File: src/rtl/sram_ctl_pkg.sv
package sram_ctl_pkg;
  typedef enum logic [2:0] {
    ST_IDLE,
    ST_RD,
    ST_WSET,
    ST_WPUL,
    ST_WHLD,
    ST_DONE
  } ctl_state_t;
endpackage

File: src/rtl/sram_timer.sv
// Phase length counter: loaded with length-1, reports zero on the last cycle.
module sram_timer #(
  parameter int CNT_W = 3
) (
  input  logic             clk,
  input  logic             rst,
  input  logic             load,
  input  logic [CNT_W-1:0] load_val,
  output logic             zero
);
  logic [CNT_W-1:0] cnt;

  always_ff @(posedge clk) begin
    if (rst)               cnt <= '0;
    else if (load)         cnt <= load_val;
    else if (cnt != '0)    cnt <= cnt - 1'b1;
  end

  assign zero = (cnt == '0);
endmodule

File: src/rtl/sram_seq.sv
// Cycle sequencer: read window, write setup / strobe / hold, response.
module sram_seq
  import sram_ctl_pkg::*;
#(
  parameter int T_ACC  = 7,
  parameter int T_TURN = 3,
  parameter int T_WP   = 3,
  parameter int CNT_W  = 3
) (
  input  logic             clk,
  input  logic             rst,
  input  logic             req_valid,
  input  logic             req_write,
  input  logic             tmr_zero,
  output ctl_state_t       state_q,
  output ctl_state_t       state_d,
  output logic             accept,
  output logic             capture,
  output logic             tmr_load,
  output logic [CNT_W-1:0] tmr_val
);
  localparam logic [CNT_W-1:0] LD_ACC  = CNT_W'(T_ACC - 1);
  localparam logic [CNT_W-1:0] LD_TURN = CNT_W'(T_TURN - 1);
  localparam logic [CNT_W-1:0] LD_WP   = CNT_W'(T_WP - 1);

  always_comb begin
    state_d  = state_q;
    accept   = 1'b0;
    capture  = 1'b0;
    tmr_load = 1'b0;
    tmr_val  = '0;
    case (state_q)
      ST_IDLE: begin
        if (req_valid) begin
          accept   = 1'b1;
          tmr_load = 1'b1;
          if (req_write) begin
            state_d = ST_WSET;
            tmr_val = LD_TURN;
          end else begin
            state_d = ST_RD;
            tmr_val = LD_ACC;
          end
        end
      end
      ST_RD: begin
        if (tmr_zero) begin
          capture = 1'b1;
          state_d = ST_DONE;
        end
      end
      ST_WSET: begin
        if (tmr_zero) begin
          state_d  = ST_WPUL;
          tmr_load = 1'b1;
          tmr_val  = LD_WP;
        end
      end
      ST_WPUL: begin
        if (tmr_zero) state_d = ST_WHLD;
      end
      ST_WHLD: state_d = ST_DONE;
      ST_DONE: state_d = ST_IDLE;
      default: state_d = ST_IDLE;
    endcase
  end

  always_ff @(posedge clk) begin
    if (rst) state_q <= ST_IDLE;
    else     state_q <= state_d;
  end
endmodule

File: src/rtl/sram_dpath.sv
// Request latches, read capture and registered pin drive decoded from the next state.
module sram_dpath
  import sram_ctl_pkg::*;
#(
  parameter int ADDR_W = 13,
  parameter int DATA_W = 9
) (
  input  logic              clk,
  input  logic              rst,
  input  ctl_state_t        state_d,
  input  logic              accept,
  input  logic              capture,
  input  logic [ADDR_W-1:0] req_addr,
  input  logic [DATA_W-1:0] req_wdata,
  input  logic [DATA_W-1:0] mem_dq_in,
  output logic              req_ready,
  output logic              busy,
  output logic              rsp_valid,
  output logic [DATA_W-1:0] rsp_rdata,
  output logic [ADDR_W-1:0] mem_addr,
  output logic              mem_ce_n,
  output logic              mem_ce2,
  output logic              mem_oe_n,
  output logic              mem_we_n,
  output logic [DATA_W-1:0] mem_dq_out,
  output logic              mem_dq_oe
);
  logic nx_sel, nx_drive;

  assign nx_sel   = (state_d == ST_RD) || (state_d == ST_WSET) ||
                    (state_d == ST_WPUL) || (state_d == ST_WHLD);
  assign nx_drive = (state_d == ST_WPUL) || (state_d == ST_WHLD);

  always_ff @(posedge clk) begin
    if (rst) begin
      mem_addr   <= '0;
      mem_dq_out <= '0;
      rsp_rdata  <= '0;
    end else begin
      if (accept) begin
        mem_addr   <= req_addr;
        mem_dq_out <= req_wdata;
      end
      if (capture) rsp_rdata <= mem_dq_in;
    end
  end

  always_ff @(posedge clk) begin
    if (rst) begin
      mem_ce_n  <= 1'b1;
      mem_ce2   <= 1'b0;
      mem_oe_n  <= 1'b1;
      mem_we_n  <= 1'b1;
      mem_dq_oe <= 1'b0;
      req_ready <= 1'b1;
      busy      <= 1'b0;
      rsp_valid <= 1'b0;
    end else begin
      mem_ce_n  <= !nx_sel;
      mem_ce2   <= nx_sel;
      mem_oe_n  <= (state_d != ST_RD);
      mem_we_n  <= (state_d != ST_WPUL);
      mem_dq_oe <= nx_drive;
      req_ready <= (state_d == ST_IDLE);
      busy      <= (state_d != ST_IDLE);
      rsp_valid <= (state_d == ST_DONE);
    end
  end
endmodule

File: src/rtl/sram_port_ctl.sv
module sram_port_ctl
  import sram_ctl_pkg::*;
#(
  parameter int ADDR_W = 13,
  parameter int DATA_W = 9,
  parameter int T_ACC  = 7,
  parameter int T_TURN = 3,
  parameter int T_WP   = 3
) (
  input  logic              clk,
  input  logic              rst,
  input  logic              req_valid,
  output logic              req_ready,
  input  logic              req_write,
  input  logic [ADDR_W-1:0] req_addr,
  input  logic [DATA_W-1:0] req_wdata,
  output logic              rsp_valid,
  output logic [DATA_W-1:0] rsp_rdata,
  output logic              busy,
  output logic [ADDR_W-1:0] mem_addr,
  output logic              mem_ce_n,
  output logic              mem_ce2,
  output logic              mem_oe_n,
  output logic              mem_we_n,
  output logic [DATA_W-1:0] mem_dq_out,
  output logic              mem_dq_oe,
  input  logic [DATA_W-1:0] mem_dq_in
);
  localparam int T_MAX = (T_ACC > T_TURN) ? ((T_ACC > T_WP) ? T_ACC : T_WP)
                                          : ((T_TURN > T_WP) ? T_TURN : T_WP);
  localparam int CNT_W = (T_MAX < 2) ? 1 : $clog2(T_MAX);

  ctl_state_t       state_q, state_d;
  logic             accept, capture, tmr_load, tmr_zero;
  logic [CNT_W-1:0] tmr_val;

  sram_seq #(
    .T_ACC(T_ACC), .T_TURN(T_TURN), .T_WP(T_WP), .CNT_W(CNT_W)
  ) u_seq (
    .clk(clk), .rst(rst),
    .req_valid(req_valid), .req_write(req_write), .tmr_zero(tmr_zero),
    .state_q(state_q), .state_d(state_d),
    .accept(accept), .capture(capture),
    .tmr_load(tmr_load), .tmr_val(tmr_val)
  );

  sram_timer #(.CNT_W(CNT_W)) u_tmr (
    .clk(clk), .rst(rst),
    .load(tmr_load), .load_val(tmr_val), .zero(tmr_zero)
  );

  sram_dpath #(.ADDR_W(ADDR_W), .DATA_W(DATA_W)) u_dp (
    .clk(clk), .rst(rst),
    .state_d(state_d), .accept(accept), .capture(capture),
    .req_addr(req_addr), .req_wdata(req_wdata), .mem_dq_in(mem_dq_in),
    .req_ready(req_ready), .busy(busy),
    .rsp_valid(rsp_valid), .rsp_rdata(rsp_rdata),
    .mem_addr(mem_addr), .mem_ce_n(mem_ce_n), .mem_ce2(mem_ce2),
    .mem_oe_n(mem_oe_n), .mem_we_n(mem_we_n),
    .mem_dq_out(mem_dq_out), .mem_dq_oe(mem_dq_oe)
  );
endmodule

File: config.mk
export PLATFORM = sky130hd
export DESIGN_NAME = sram_port_ctl
export DESIGN_NICKNAME = d
export VERILOG_FILES = /design/src/rtl/sram_ctl_pkg.sv /design/src/rtl/sram_timer.sv /design/src/rtl/sram_seq.sv /design/src/rtl/sram_dpath.sv /design/src/rtl/sram_port_ctl.sv
export SDC_FILE = /design/constraint.sdc
export NUM_CORES = 1
export LEC_CHECK = 0
export BUFFER_PORTS_ARGS = -buffer_cell sky130_fd_sc_hd__buf_4
export CAP_MARGIN = 20
export CORE_MARGIN = 5
export CORE_UTILIZATION = 42
export CTS_CLUSTER_SIZE = 20
export DETAILED_ROUTE_END_ITERATION = 10
export GPL_TIMING_DRIVEN = 0
export PLACE_DENSITY = 0.76
export SLEW_MARGIN = 20
export SYNTH_ARGS = -nofsm -noshare
export SYNTH_HDL_FRONTEND = slang
export SYNTH_SLANG_ARGS = --single-unit
File: constraint.sdc
create_clock -name clk -period 1.6 [get_ports clk]
set_clock_uncertainty 0.2 [all_clocks]
set_input_delay 0.16 -clock clk [delete_from_list [all_inputs] [get_ports clk]]
set_output_delay 0.16 -clock clk [all_outputs]
set_load 0.02 [all_outputs]
==> results.toml, run 1 <==
[outcome]
status = "complete, no violations"

[timing]
hold_violations = 0
period_minus_slack_ns = 1.56
fin_crit_sh_pct = 97.3
slew_headroom_pct = 68.4
fmax_ghz = 0.642
final-max-slew-violation-count = 0
worst_slew_pin_slew_ns = 0.475
setup_viol = 0

[clocking]
clk_path_buf_depth = 2
cts.sinks = 45
clk_pin_slew_worst_paths_ns = 0.08
cts_buffers = 5
cts_tree = "yes"
htree_levels = 2
clock_latency_ns = 0.29
root_buffer = "clkbuf_8"

[layout]
area.growth.synth_to_final_pct = 63.6
antenna_cells = 0
final_core_util_pct = 71.7
final_nets = 354
final_common_cell = "buf_4"
fillers = 325
layout_common_cells = "78 x buf_4, 64 x nand2_1, 41 x dfxtp_1"
drive_gt1_share_pct = 34.1

[pwr]
power_per_cell_area_mw_per_mm2 = 1550
power.total_uw = 4490
leakagePower_uw = 0.00127
ir_worst_vdd_v = 0.000720

[synth]
synth_area_mm2 = 0.00177
syn-num-nets = 237
syn_inst = 200
synth_edf_count = 0
synth-seq-cells = 45
yosys_warnings = 0
ys.flop_type = "dfxtp_1"
yosysSeqAreaShare_pct = 51.0
yosysUniqueCellTypes = 32
async_reset_ff_share_pct = 0
synth_area_per_cell_um2 = 8.83

[critical_path]
critPathLaunchType = "flip-flop"
cp.required_ns = 1.56
worstSetupPathType = "reg2reg"
cpMaxStageDelayCell = "or4b_4"
r2r_cells = 4
endpoint_kind = "flip-flop"
cp.arrival_ns = 1.51
r2r_start = "u_seq.state_q[2]"
crit_chain = "or4b_4, buf_6, nand2_1, a21oi_1"
cp_top_family = "simple AND/OR/NAND/NOR gates"
r2r-end = "u_dp.mem_dq_out[2]"
path_depth = 4
rrSetupSlack_ns = 0.04
path_max_fanout = 10
path_buf_inv = 1
max_stage_delay_ns = 0.58

[detailed_routing]
wl_per_cell_um = 13.3
remaining_drc_errors = 0
antenna_left = 0
first_pass_iters = 4
finalWirelength_mm = 4.87
vias = 1770
via_per_inst = 4.82
drt_iter0_drc = 80

[global_routing]
antenna_found_initial = 0
overflow = 0
grt_start_max_net_pins = 13
grtUsageTotal_pct = 16.9
grt_pass1_wl_mm = 7.43
grt_pass1_vias = 1725

[worst_hold_path]
hp-start = "req_valid"
min_path_cells = 3
holdPathEnd = "u_tmr.cnt[1]"
hold_class = "in2reg"

[placement]
routabilityCongestion = 0.762
numPortBuffers = 73
hpwl_mm = 2.98

[floorplan]
rows = 23
initial_core_util_pct = 43.8
die-area_mm2 = 0.00560
die_x_um = 74.8
die_y_um = 74.8
ioPinCount = 74
core_area_mm2 = 0.00403

[job]
cap_violations = 0
metrics by stage:
| stage | TNS (ns) | hold WS (ns) | setup slack (ns) | cells | area, um^2 |
|---|---|---|---|---|---|
| CTS | 0 | 0.0545 | 0.00151 | 364 | 2830 |
| floorplan | 0 | 0.0712 | 0.0132 | 200 | 1770 |
| finish | 0 | 0.0853 | 0.0430 | 367 | 2890 |
| detailed placement | -0.315 | 0.197 | -0.0818 | 323 | 2380 |
| global placement | -0.135 | 0.188 | -0.0762 | 323 | 2380 |
| global route | -0.0438 | 0.108 | -0.0265 | 367 | 2890 |
report_power, final:
group	switching [uW]	total, uW	internal [uW]
clock network	349	692	343
registers	184	1600	1410
logic	1120	2200	1080
repair_timing:
item / CTS / global route
setup buffers: 1 / 3
hold buffers: 33 / 0
setup endpoints to repair: 32 / 24
resized for setup: 6 / 11
endpoints found under the hold margin: 36 / 0
pin swaps: 1 / 4
layer usage:
layer,wire (um),track usage [%],up-vias
li1,-,-,890
met1,1900,18.9,820
met2,2550,30.4,49
met3,322,5.34,11
met4,95,5.34,0
met5,0,0,-
cells in the mapped netlist, types with 3 or more instances:
master | number | share of area [%]
a211oi_1 | 3 | 1.3
a21oi_1 | 25 | 7.1
buf_2 | 4 | 1.1
clkbuf_1 | 5 | 1.1
dfxtp_1 | 45 | 51
inv_1 | 5 | 1.1
mux2i_1 | 10 | 5.7
nand2_1 | 64 | 14
nor2_1 | 8 | 1.7
cell families (layout without fill, tap and decap cells):
kind of cell	after synthesis	after routing	share of synthesized area, %
and+or+nand+nor	84	84	22.3
muxes	11	11	6.31
AOI/OAI and AO/OA	38	38	12.5
xor gates and xnor gates	2	2	0.992
buffers and inverters	18	135	5.39
DFF	45	45	51.0
adders and majority gates	2	2	1.42
worst max path at each step:
stage	start	endpoint	slack, ns
detailed placement	u_tmr.cnt[0]	u_tmr.cnt[1]	-0.08
CTS	u_tmr.cnt[0]	u_tmr.cnt[1]	0.002
global placement	u_tmr.cnt[0]	u_tmr.cnt[1]	-0.08
floorplan	u_tmr.cnt[0]	u_tmr.cnt[1]	0.01
global route	u_tmr.cnt[0]	u_tmr.cnt[0]	-0.03
finish	u_seq.state_q[2]	u_dp.mem_dq_out[2]	0.04
state kept, by name (all words and copies together), names as in the netlist:
signal           flops
u_dp.mem_oe_n        1
u_dp.rsp_rdata       9
u_dp.req_ready       1
u_dp.mem_addr       13
u_dp.mem_we_n        1
u_dp.mem_ce_n        1
u_dp.mem_ce2         1
u_dp.mem_dq_out      9
u_seq.state_q        3
u_dp.busy            1
u_dp.mem_dq_oe       1
u_tmr.cnt            3
u_dp.rsp_valid       1
area by class of cell:
class | count | area (um^2) | area share, %
well taps | 50 | 62.6 | 2.17
plain buffers | 13 | 85.1 | 2.94
multi-input cells | 137 | 810 | 28.0
flip-flops and latches | 45 | 906 | 31.4
clock buffers | 7 | 86.3 | 2.99
inverters | 5 | 18.8 | 0.650
repair buffers | 110 | 921 | 31.9
worst min-delay path: stages:
cell,delay [ns]
buf_4,0.13
mux2i_1,0.11
o22ai_2,0.13
Note: power is estimated with default switching activity, not from simulation.
==> inputs of run 2 (changes only) <==
--- a/config.mk
+++ b/config.mk
@@ -12,7 +12,9 @@
 export CTS_CLUSTER_SIZE = 20
 export DETAILED_ROUTE_END_ITERATION = 10
 export GPL_TIMING_DRIVEN = 0
+export HOLD_SLACK_MARGIN = 0.12
 export PLACE_DENSITY = 0.76
+export REMOVE_ABC_BUFFERS = 1
 export SLEW_MARGIN = 20
 export SYNTH_ARGS = -nofsm -noshare
 export SYNTH_HDL_FRONTEND = slang
==> results.toml, run 2 (synthesis results as in run 1) <==
[layout]
final_nets = 347
area.growth.synth_to_final_pct = 63.0
design_area_mm2 = 0.00288
layout_common_cells = "77 x buf_4, 63 x nand2_1, 42 x dfxtp_1"
drive_gt1_share_pct = 33.2
post_layout_nonfiller_instances = 360
final_core_util_pct = 71.4
fillers = 309
top_register = "u_dp.mem_addr"
top_regs = "u_dp.mem_addr (13), u_dp.mem_dq_out (9), u_dp.rsp_rdata (9)"
final_common_cell = "buf_4"
largest_reg_flops = 13
antenna_cells = 0

[pwr]
power.total_uw = 4480
ir_worst_vdd_v = 0.00109
power_per_cell_area_mw_per_mm2 = 1560
leakagePower_uw = 0.00125

[detailed_routing]
wl_per_cell_um = 14.1
remaining_drc_errors = 0
first_pass_iters = 4
vias = 1761
via_per_inst = 4.89
drt_iter0_drc = 48
antenna_left = 0
finalWirelength_mm = 5.08

[placement]
dp.cells = 311
hpwl_mm = 2.82
numPortBuffers = 73
dp_slack_ns = -0.363
placed_cell_area_mm2 = 0.00231
routabilityCongestion = 0.696

[worst_hold_path]
hp-start = "rst"
hold_class = "in2reg"

[critical_path]
cpMaxStageDelayCell = "dfxtp_1"
cp_top_family = "flip-flops"
crit_chain = "inv_2, ha_4, nor2b_4, mux2i_1, o311a_1"
r2r_start = "u_tmr.cnt[0]"
path_buf_inv = 1
cp.required_ns = 1.58
critPathLaunchType = "flip-flop"
rrSetupSlack_ns = 0.03
path_max_fanout = 6
cp-startpoint = "u_tmr.cnt[0]"
endpoint_kind = "flip-flop"
worstSetupPathType = "reg2reg"
max_stage_delay_ns = 0.34
cp.arrival_ns = 1.55

[global_routing]
grt_start_max_net_pins = 32
antenna_found_initial = 0
grt_pass1_wl_mm = 7.78
grtUsageTotal_pct = 18.3
grt_pass1_vias = 1634
overflow = 0

[clocking]
cts_tree = "yes"
clk_path_buf_depth = 2
root_buffer = "clkbuf_8"
clock_latency_ns = 0.30
htree_levels = 2
cts.sinks = 45
hold_buffers = 35
cts_buffers = 5
clk_pin_slew_worst_paths_ns = 0.08

[floorplan]
die_y_um = 74.8
ioPinCount = 74
die-area_mm2 = 0.00560
initial_core_util_pct = 43.8
die_x_um = 74.8
core_area_mm2 = 0.00403
rows = 23

[job]
cap_violations = 0

[timing]
fmax_ghz = 0.638
final-max-slew-violation-count = 0
hold_violations = 0
setup_viol = 0
setup_slack_ns = 0.0331
period_minus_slack_ns = 1.57
worst_slew_pin_slew_ns = 0.568
fin_crit_sh_pct = 97.9
grt_setup_unrepaired = "true"
slew_headroom_pct = 62.1

[outcome]
status = "complete, no violations"
==> run 2: cell count changes in the layout (fill, tap and decap cells not counted), sizes merged <==
cell	delta
clkbuf	-8
buf	-5
clkinv	+1
dlygate4sd3	+2
or4b	+2
bufinv	+1
==> run 2: area by class of cell <==
cell class	count	area (um^2)	area share, %
Tap cell	50	62.6	2.17
Clock inverter	2	35.0	1.22
Inverter	5	18.8	0.652
Timing Repair Buffer	114	960	33.3
Sequential cell	45	910	31.6
Multi-Input combinational cell	139	823	28.6
Clock buffer	5	68.8	2.39
==> run 2: stage by stage <==
step                      hold slack, ns  setup TNS, ns
after floorplan                   0.0291          -3.35
after global placement             0.186         -14.17
after detailed placement           0.196          -7.99
after CTS                         0.0446              0
after global routing              0.0496        -0.0510
final                             0.0528              0
==> run 2: final timing paths <==
kind / depth (start not counted) / endpoint
max reg2reg: 5 / u_tmr.cnt[0]
min: 2 / u_dp.mem_addr[12]
max: 5 / u_tmr.cnt[0]
min reg2reg: 2 / u_dp.mem_addr[11]
==> run 2: worst reg2reg max path, delay by kind of cell, from the launching register on <==
family	cells	cell delay, ns
AND/OR/NAND/NOR	1	0.23
multiplexers	1	0.13
adder cells (fa/ha/maj)	1	0.16
AO/OA/AOI/OAI	1	0.31
flip-flops	1	0.34
buffers and inverters	1	0.09
==> run 2: what timing repair did <==
action | CTS | global route
hold endpoints to repair | 40 | 26
pin swaps | 2 | 2
resized for setup | 11 | 4
gates cloned | 2 | 0
endpoints found under the setup margin | 40 | 24
buffers inserted | 1 | 4
==> run 2: power by group <==
group | switching, uW | internal, uW
Clock | 371 | 454
Sequential | 282 | 1410
Combinational | 979 | 986
Total | 1630 | 2850
==> run 2: per-layer routing <==
metal	up-vias	global-route usage, %	part of all wire, %
met5	-	0	0
met4	0	4.74	0.98
met3	6	6.28	7.9
met2	59	32.6	51
met1	813	20.8	40
li1	883	-	-
==> inputs of run 3 (changes only) <==
--- a/config.mk
+++ b/config.mk
@@ -6,14 +6,14 @@
 export NUM_CORES = 1
 export LEC_CHECK = 0
 export BUFFER_PORTS_ARGS = -buffer_cell sky130_fd_sc_hd__buf_4
-export CAP_MARGIN = 20
 export CORE_MARGIN = 5
 export CORE_UTILIZATION = 42
 export CTS_CLUSTER_SIZE = 20
 export DETAILED_ROUTE_END_ITERATION = 10
 export GPL_TIMING_DRIVEN = 0
 export HOLD_SLACK_MARGIN = 0.12
-export PLACE_DENSITY = 0.76
+export PLACE_DENSITY_LB_ADDON = 0.15
+export RECOVER_POWER = 100
 export REMOVE_ABC_BUFFERS = 1
 export SLEW_MARGIN = 20
 export SYNTH_ARGS = -nofsm -noshare
==> results.toml, run 3 (synthesis results as in run 1) <==
[timing]
fin_crit_sh_pct = 96.8
setup_viol = 0
hold_violations = 0
setup_slack_ns = 0.0505
grt_setup_unrepaired = "true"
worst_slew_pin_slew_ns = 0.540
finalSetupTns_ns = 0
fmax_ghz = 0.645
final-max-slew-violation-count = 0
slew_headroom_pct = 64.0
period_minus_slack_ns = 1.55

[pwr]
power.share.switching_pct = 39.1
p_sw_uw = 1610
combinationalPowerShare_pct = 42.5
ir_worst_vdd_v = 0.000859
clkPwrFrac_pct = 16.2
p_int_uw = 2500
leakagePower_uw = 0.00107
seq_power_share_pct = 41.2
power_per_cell_area_mw_per_mm2 = 1530

[global_routing]
grt_start_max_net_pins = 32
grt_pass1_vias = 1638
antenna_found_initial = 0
grtUsageTotal_pct = 17.9
grt_pass1_wl_mm = 7.60
overflow = 0

[critical_path]
path_buf_inv = 1
cp_top_family = "multiplexers"
critPathLaunchType = "flip-flop"
endpoint_kind = "flip-flop"
max_stage_delay_ns = 0.34
path_max_fanout = 4
cp.required_ns = 1.62
worstSetupPathType = "reg2reg"
cp.arrival_ns = 1.57
cpMaxStageDelayCell = "mux2_2"
crit_chain = "inv_1, ha_4, nor2b_4, mux2_2, o22ai_1"

[placement]
hpwl_mm = 2.71
placed_cell_area_mm2 = 0.00231
numPortBuffers = 73
routabilityCongestion = 0.726
dp.cells = 311
dp_slack_ns = -0.364

[floorplan]
rows = 23
die-area_mm2 = 0.00560
core_area_mm2 = 0.00403
die_y_um = 74.8
die_x_um = 74.8
ioPinCount = 74
initial_core_util_pct = 43.8

[layout]
top_register = "u_dp.mem_addr"
post_layout_nonfiller_instances = 359
seqCellArea_um2 = 910
multi_input_area_um2 = 831
area.growth.synth_to_final_pct = 51.8
drive_gt1_share_pct = 19.7
largest_reg_flops = 13
final_common_cell = "nand2_1"
final_nets = 345
antenna_cells = 0
fillers = 378
layout_common_cells = "64 x nand2_1, 42 x dfxtp_1, 40 x clkbuf_1"
top_regs = "u_dp.mem_addr (13), u_dp.mem_dq_out (9), u_dp.rsp_rdata (9)"
design_area_mm2 = 0.00268

[clocking]
clk_pin_slew_worst_paths_ns = 0.08
clk_path_buf_depth = 2
hold_buffers = 34
cts.sinks = 45
htree_levels = 2
clock_latency_ns = 0.29
cts_tree = "yes"
cts_buffers = 5
root_buffer = "clkbuf_8"

[detailed_routing]
vias = 1702
first_pass_iters = 4
via_per_inst = 4.74
remaining_drc_errors = 0
wl_per_cell_um = 13.5
antenna_left = 0
finalWirelength_mm = 4.84
drt_iter0_drc = 62

[outcome]
status = "complete, no violations"

[worst_hold_path]
hold_class = "in2reg"

[job]
cap_violations = 0
[run 3: final cells by class]
type	instances	area share (%)
sequential	45	33.9
multi-input combinational	140	31.0
timing repair buffer	111	28.9
clock buffer	6	2.71
tap	50	2.33
inverter	5	0.700
clock inverter	2	0.373
[run 3: path summary, 6_finish.rpt]
kind,startpoint,endpoint,slack [ns],cells past startpoint
worst min register to register,u_dp.mem_addr[3],u_dp.mem_addr[3],0.26,2
worst min-delay path,rst,u_seq.state_q[2],0.05,2
worst max register to register,u_tmr.cnt[1],u_tmr.cnt[1],0.05,5
worst max-delay path,u_tmr.cnt[1],u_tmr.cnt[1],0.05,5
[run 3: power by group through the flow]
| stage | clock network, uW | logic, uW | registers, uW |
|---|---|---|---|
| floorplan | 0 | 810 | 1900 |
| global route | 740 | 1930 | 1740 |
| global placement | 0 | 1640 | 1660 |
| CTS | 694 | 1860 | 1680 |
| detailed placement | 0 | 1680 | 1660 |
| finish | 666 | 1750 | 1690 |
[run 3: worst reg2reg max path, stage by stage, from the launching register on]
cell and delay [ns]:
dfxtp_1 0.30, inv_1 0.12, ha_4 0.17, nor2b_4 0.20, mux2_2 0.34, o22ai_1 0.14
[run 3: repair_timing]
action / 4_1_cts / 5_1_grt
setup buffers: 2 / 1
gates cloned: 2 / 1
gates resized for setup: 8 / 5
setup endpoints to repair: 40 / 26
endpoints found under the hold margin: 40 / 26
pin swaps: 2 / 4
[run 3: layer usage]
layer / wire [um] / global-route usage (%)
met1: 2010 / 20.4
met5: 0 / 0
met4: 123 / 7.11
met2: 2290 / 29.8
met3: 413 / 7.21
[run 3: stage by stage]
stage          util (%)  total power [uW]  hold WS, ns
6_report           66.5              4100       0.0512
5_1_grt            66.5              4410       0.0487
3_3_place_gp       57.1              3300        0.192
4_1_cts            69.3              4230       0.0353
2_1_floorplan         -              2710       0.0291
3_5_place_dp       57.4              3340        0.193
